$ cat src/rtl/zbtSramPkg.sv
package zbtSramPkg;

  typedef enum logic [1:0] {
    CMD_IDLE  = 2'd0,
    CMD_READ  = 2'd1,
    CMD_WRITE = 2'd2
  } cmdKind_t;

  // strobes from control to datapath
  typedef struct packed {
    logic rdValid;   // stage holding a read is being accessed this cycle
    logic wrCommit;  // a write commits on the coming edge using dataIn
    logic pipeOut;   // output register in use
  } dpCtrl_t;

endpackage

$ cat src/rtl/zbtSramCtrl.sv
module zbtSramCtrl
  import zbtSramPkg::*;
#(
  parameter int ADDR_W  = 6,
  parameter int BYTES   = 2,
  parameter int BURST_W = 2
) (
  input  logic              clk,
  input  logic              rstN,
  input  logic              flowMode,
  input  logic              interleave,
  input  logic              selLowA,
  input  logic              selHigh,
  input  logic              selLowB,
  input  logic              advance,
  input  logic              writeN,
  input  logic [BYTES-1:0]  byteWrN,
  input  logic [ADDR_W-1:0] addr,
  input  logic              sleep,
  output dpCtrl_t           strobes,
  output logic [ADDR_W-1:0] rdAddr,
  output logic [ADDR_W-1:0] wrAddr,
  output logic [BYTES-1:0]  wrBe
);

  localparam int HIGH_W = ADDR_W - BURST_W;

  typedef struct packed {
    cmdKind_t          kind;
    logic [ADDR_W-1:0] addr;
    logic [BYTES-1:0]  be;
  } stage_t;

  stage_t issued, stage0, stage1, commitStage;

  logic               burstOn, burstWr;
  logic [ADDR_W-1:0]  burstBase;
  logic [BURST_W-1:0] beatCnt, nextCnt, beatLow;
  logic               chipOn, takeBeat, takeNew;

  assign chipOn   = !selLowA && selHigh && !selLowB;
  assign takeBeat = !sleep && advance && burstOn;
  assign takeNew  = !sleep && !advance && chipOn;
  assign nextCnt  = beatCnt + 1'b1;

  always_comb begin
    if (interleave) beatLow = burstBase[BURST_W-1:0] ^ nextCnt;
    else            beatLow = burstBase[BURST_W-1:0] + nextCnt;
  end

  always_comb begin
    issued.kind = CMD_IDLE;
    issued.addr = '0;
    issued.be   = '0;
    if (takeBeat) begin
      issued.kind = burstWr ? CMD_WRITE : CMD_READ;
      issued.addr = {burstBase[ADDR_W-1 -: HIGH_W], beatLow};
      issued.be   = burstWr ? ~byteWrN : '0;
    end else if (takeNew) begin
      issued.kind = writeN ? CMD_READ : CMD_WRITE;
      issued.addr = addr;
      issued.be   = writeN ? '0 : ~byteWrN;
    end
  end

  always_ff @(posedge clk or negedge rstN) begin
    if (!rstN) begin
      stage0.kind <= CMD_IDLE;
      stage0.addr <= '0;
      stage0.be   <= '0;
      stage1.kind <= CMD_IDLE;
      stage1.addr <= '0;
      stage1.be   <= '0;
      burstOn     <= 1'b0;
      burstWr     <= 1'b0;
      burstBase   <= '0;
      beatCnt     <= '0;
    end else begin
      stage0 <= issued;
      stage1 <= stage0;
      if (takeBeat) begin
        beatCnt <= nextCnt;
      end else if (takeNew) begin
        burstOn   <= 1'b1;
        burstWr   <= !writeN;
        burstBase <= addr;
        beatCnt   <= '0;
      end else begin
        burstOn <= 1'b0;
      end
    end
  end

  // late write: one stage deep when flow-through, two when registered
  assign commitStage = flowMode ? stage0 : stage1;

  assign strobes.rdValid  = (stage0.kind == CMD_READ);
  assign strobes.wrCommit = (commitStage.kind == CMD_WRITE);
  assign strobes.pipeOut  = !flowMode;
  assign rdAddr = stage0.addr;
  assign wrAddr = commitStage.addr;
  assign wrBe   = commitStage.be;

endmodule

$ cat src/rtl/zbtSramData.sv
module zbtSramData
  import zbtSramPkg::*;
#(
  parameter int ADDR_W = 6,
  parameter int BYTES  = 2,
  parameter int BYTE_W = 9
) (
  input  logic                    clk,
  input  logic                    rstN,
  input  dpCtrl_t                 strobes,
  input  logic [ADDR_W-1:0]       rdAddr,
  input  logic [ADDR_W-1:0]       wrAddr,
  input  logic [BYTES-1:0]        wrBe,
  input  logic [BYTES*BYTE_W-1:0] dataIn,
  input  logic                    outEnN,
  input  logic                    sleep,
  output logic [BYTES*BYTE_W-1:0] dataOut,
  output logic                    dataOe
);

  localparam int DATA_W = BYTES * BYTE_W;
  localparam int DEPTH  = 1 << ADDR_W;

  logic [DATA_W-1:0] mem [DEPTH];
  logic [DATA_W-1:0] arrayWord, mergedWord, outReg, readyWord;
  logic              outValid, readyValid, fwdHit;

  always_ff @(posedge clk) begin
    if (strobes.wrCommit) begin
      for (int b = 0; b < BYTES; b++) begin
        if (wrBe[b]) mem[wrAddr][b*BYTE_W +: BYTE_W] <= dataIn[b*BYTE_W +: BYTE_W];
      end
    end
  end

  assign arrayWord = mem[rdAddr];
  assign fwdHit    = strobes.wrCommit && (wrAddr == rdAddr);

  for (genvar b = 0; b < BYTES; b++) begin : gMerge
    assign mergedWord[b*BYTE_W +: BYTE_W] = (fwdHit && wrBe[b]) ?
        dataIn[b*BYTE_W +: BYTE_W] : arrayWord[b*BYTE_W +: BYTE_W];
  end

  always_ff @(posedge clk or negedge rstN) begin
    if (!rstN) begin
      outReg   <= '0;
      outValid <= 1'b0;
    end else begin
      outReg   <= mergedWord;
      outValid <= strobes.pipeOut && strobes.rdValid;
    end
  end

  assign readyWord  = strobes.pipeOut ? outReg : mergedWord;
  assign readyValid = strobes.pipeOut ? outValid : strobes.rdValid;
  assign dataOe     = readyValid && !outEnN && !sleep;
  assign dataOut    = dataOe ? readyWord : '0;

endmodule

$ cat src/rtl/zbtSram.sv
module zbtSram
  import zbtSramPkg::*;
#(
  parameter int ADDR_W  = 6,
  parameter int BYTES   = 2,
  parameter int BYTE_W  = 9,
  parameter int BURST_W = 2
) (
  input  logic                    clk,
  input  logic                    rstN,
  input  logic                    flowMode,
  input  logic                    interleave,
  input  logic                    selLowA,
  input  logic                    selHigh,
  input  logic                    selLowB,
  input  logic                    advance,
  input  logic                    writeN,
  input  logic [BYTES-1:0]        byteWrN,
  input  logic [ADDR_W-1:0]       addr,
  input  logic [BYTES*BYTE_W-1:0] dataIn,
  input  logic                    outEnN,
  input  logic                    sleep,
  output logic [BYTES*BYTE_W-1:0] dataOut,
  output logic                    dataOe
);

  dpCtrl_t           strobes;
  logic [ADDR_W-1:0] rdAddr, wrAddr;
  logic [BYTES-1:0]  wrBe;

  zbtSramCtrl #(.ADDR_W(ADDR_W), .BYTES(BYTES), .BURST_W(BURST_W)) ctrl (
    .clk(clk), .rstN(rstN), .flowMode(flowMode), .interleave(interleave),
    .selLowA(selLowA), .selHigh(selHigh), .selLowB(selLowB),
    .advance(advance), .writeN(writeN), .byteWrN(byteWrN), .addr(addr),
    .sleep(sleep), .strobes(strobes), .rdAddr(rdAddr), .wrAddr(wrAddr),
    .wrBe(wrBe)
  );

  zbtSramData #(.ADDR_W(ADDR_W), .BYTES(BYTES), .BYTE_W(BYTE_W)) data (
    .clk(clk), .rstN(rstN), .strobes(strobes), .rdAddr(rdAddr),
    .wrAddr(wrAddr), .wrBe(wrBe), .dataIn(dataIn), .outEnN(outEnN),
    .sleep(sleep), .dataOut(dataOut), .dataOe(dataOe)
  );

endmodule

$ cat config.mk
export PLATFORM = sky130hd
export DESIGN_NAME = zbtSram
export DESIGN_NICKNAME = d
export VERILOG_FILES = /design/src/rtl/zbtSramPkg.sv /design/src/rtl/zbtSramCtrl.sv /design/src/rtl/zbtSramData.sv /design/src/rtl/zbtSram.sv
export SDC_FILE = /design/constraint.sdc
export NUM_CORES = 1
export LEC_CHECK = 0
export BUFFER_PORTS_ARGS = -buffer_cell sky130_fd_sc_hd__buf_4
export CAP_MARGIN = 10
export CORE_MARGIN = 3
export CORE_UTILIZATION = 60
export CTS_CLUSTER_DIAMETER = 30
export DETAILED_ROUTE_END_ITERATION = 7
export PLACE_DENSITY = 0.78
export SKIP_CTS_REPAIR_TIMING = 1
export SYNTH_ARGS = -nofsm -noshare
export SYNTH_HDL_FRONTEND = slang
export SYNTH_SLANG_ARGS = --single-unit
$ cat constraint.sdc
create_clock -name clk -period 7.92 [get_ports clk]
set_input_delay 2.376 -clock clk [delete_from_list [all_inputs] [get_ports clk]]
set_output_delay 2.376 -clock clk [all_outputs]
set_load 0.01 [all_outputs]
==> flow_metrics.tcl <==
set metrics [dict create \
    die_x_um 287 \
    synthFlopType "edfxtp_1" \
    yosysWarnings 0 \
    r2r_setup_slack_ns 4.01 \
    grt_pass1_vias 26400 \
    dpl.hpwl_um 67200 \
    crit_fanout 26 \
    pin_count 56 \
    rows 102 \
    fin_ws_ns 0.539 \
    finClkSkew_ns 0.0320 \
    fill_cells 4502 \
    final_nets 2734 \
    ys_seq_area_frac 0.757 \
    layoutNonFillerInstCount 3890 \
    synthTopCellsByArea "edfxtp_1, mux2i_1, mux4_2" \
    synth_top_area_share 0.731 \
    final.setup.tns_ns 0 \
    internal_power_mw 12.2 \
    ys_ff_latch 1201 \
    grt_max_degree 88 \
    drive_gt1_frac 0.206 \
    wire_per_inst_um 30.0 \
    r2r-end "data.mem[21][1]$_DFFE_PP_" \
    viasPerCell 6.67 \
    clkSinkCount 1201 \
    vdd_drop_max_v 0.000281 \
    power_density_nw_per_um2 281 \
    crit_start "flowMode" \
    p_seq_frac 0.452 \
    grt_pass1_wl_um 173000 \
    synth_area_um2 47300 \
    syn-instance-count 2548 \
    worstHoldPathType "flop to flop" \
    dpl.cell_count 3550 \
    crit_required_ns 5.54 \
    p_sw_mw 3.24 \
    numPortBuffers 55 \
    overflow 0 \
    cap_violations 0 \
    dieArea_um2 82300 \
    min_period_over_period 0.932 \
    max_freq_mhz 135 \
    critPathLaunchType "primary input" \
    comb_power_share 0.020 \
    rsz0062_at_grt "no" \
    grt_usage 0.288 \
    tightest_slew_ns 1.22 \
    p_leak_nw 17.3 \
    pwr-share-clk 0.527 \
    syn_area_per_cell_um2 18.6 \
    gp_congestion 0.933 \
    finalMaxSlewViolations 0 \
    vias 26000 \
    dr.pass1.iters 7 \
    clk_path_buf_depth 3 \
    drt_iter0_drc 3787 \
    wl_um 117000 \
    die_height_um 287 \
    synth_nets 2586 \
    crit_path_end_kind "output pin" \
    synth_edf_count 1152 \
    clk_pin_slew_ns 0.05 \
    numCtsBuffers 184 \
    ant_nets 0 \
    place_ws_ns 0.776 \
    reg2reg_from "ctrl.rdAddr[0]$_DFF_PN0_" \
    setup_viol 0 \
    ff_latch_area_um2 35800 \
    cp.arrival_ns 5.00 \
    ff2ff_path_depth 7 \
    p_sw_frac 0.210 \
    status "complete, no violations" \
    drc 0 \
    core_area_um2 77800 \
    syn2layout_area_growth_pct 16.2 \
    relSlewSlack 0.184 \
    h-tree-depth 4 \
    cts_root_buffer "clkbuf_16" \
    multiInputGateArea_um2 10600 \
    start_util 0.608 \
    setup.worst_path.class "primary input to output pin" \
    period_minus_slack_ns 7.38 \
    synth_top_area_cell "edfxtp_1" \
    synthArstFlopShare 0.0408 \
    cts_tree "built" \
    yosysUniqueCellTypes 54 \
    final_core_util 0.706 \
    insertion_delay_ns 0.76 \
    endpoint "dataOut[7]" \
    final-hold-violation-count 0 \
    antenna_found_initial 1 \
]
final cells by class:
type	count	area share
Clock buffer	202	0.0861
Timing Repair Buffer	105	0.0150
Inverter	10	0.000706
Tap cell	1040	0.0237
Sequential cell	1201	0.652
Clock inverter	137	0.0296
Multi-Input combinational cell	1194	0.193
Antenna cell	1	0.0000455
logic make-up (layout without fill, tap and decap cells):
kind of cell / Yosys count / after routing / synth area share
muxes: 472 / 472 / 0.137
DFF: 1201 / 1201 / 0.757
adders and majority gates: 1 / 1 / 0.000264
buffers and inverters: 153 / 454 / 0.0191
other: 0 / 1 / 0
xor gates and xnor gates: 9 / 9 / 0.00167
AOI/OAI and AO/OA: 385 / 385 / 0.0541
and+or+nand+nor: 327 / 327 / 0.0308
layout by cell type (no fill, tap or decap), types with 8 or more instances in the layout:
cell,instances
inv_6,16
mux2_2,11
clkinv_8,9
clkbuf_1,13
clkinvlp_4,24
nand3_1,44
mux2i_1,321
o21ai_0,45
nor2_1,147
buf_4,102
mux4_2,140
inv_1,8
a31oi_1,25
nor2b_1,9
nand2_1,87
xnor2_1,9
clkinv_1,18
dfrtp_1,47
a21oi_1,83
a22oi_1,162
clkbuf_16,185
edfxtp_1,1152
clkinv_4,15
o221ai_1,18
o21ai_1,12
clkinv_2,27
bufinv_16,24
o22ai_1,15
cell usage after synthesis, drive strengths merged, types with 15 or more instances:
master  instances
edfxtp       1152
mux2i         321
a22oi         162
nor2          151
mux4          140
buf           113
nand2          87
a21oi          83
o21ai          57
dfrtp          49
nand3          44
clkbuf         30
a31oi          25
o221ai         18
o22ai          15
power by group through the flow:
stage                     clock (mW)  combinational (mW)  sequential, mW
after floorplan                    0               0.135            7.11
after global placement             0               0.289            7.12
after detailed placement           0               0.304            7.12
after CTS                       8.19               0.308            6.99
after global routing            8.48               0.329            6.99
final                           8.15               0.312            6.99
registers in the layout, indices dropped and copies added, names as in the netlist:
| signal | flops |
|---|---|
| data.mem | 1152 |
| data.outValid | 1 |
| data.outReg | 18 |
| ctrl.rdAddr | 6 |
| ctrl.burstBase | 6 |
| ctrl.burstOn | 1 |
| ctrl.stage0 | 4 |
| ctrl.burstWr | 1 |
| ctrl.beatCnt | 2 |
| ctrl.stage1 | 10 |
worst min path at each step:
stage                                        from  slack [ns]  cells after the start                        to
detailed placement  ctrl.burstBase[2]$_DFFE_PN0P_        0.48                      1  ctrl.rdAddr[2]$_DFF_PN0_
CTS                 ctrl.burstBase[5]$_DFFE_PN0P_        0.50                      1  ctrl.rdAddr[5]$_DFF_PN0_
global route        ctrl.burstBase[5]$_DFFE_PN0P_        0.50                      1  ctrl.rdAddr[5]$_DFF_PN0_
floorplan                ctrl.rdAddr[4]$_DFF_PN0_        0.35                      0  ctrl.stage1[6]$_DFF_PN0_
finish              ctrl.burstBase[5]$_DFFE_PN0P_        0.49                      1  ctrl.rdAddr[5]$_DFF_PN0_
global placement    ctrl.burstBase[5]$_DFFE_PN0P_        0.48                      1  ctrl.rdAddr[5]$_DFF_PN0_
worst max-delay path: stages:
cell and delay, ns:
buf_4 0.30, nand3_1 0.63, o31ai_4 0.21, buf_4 0.30
a22oi_1 0.17, a311oi_1 0.75, buf_4 0.25
per-layer routing:
metal | vias to the layer above | part of all wire | GRT usage
li1 | 10700 | - | -
met1 | 13100 | 0.36 | 0.395
met5 | - | 0 | 0
met4 | 0 | 0.044 | 0.125
met3 | 329 | 0.11 | 0.0694
met2 | 1842 | 0.48 | 0.450
stage by stage:
stage	hold slack (ns)	area (um^2)	total power [mW]
3_3_place_gp	0.476	48600	7.41
3_5_place_dp	0.480	48600	7.42
2_1_floorplan	0.349	47300	7.25
6_report	0.489	55000	15.5
5_1_grt	0.496	55000	15.8
4_1_cts	0.495	55000	15.5
Note: power is estimated with default switching activity, not from simulation.
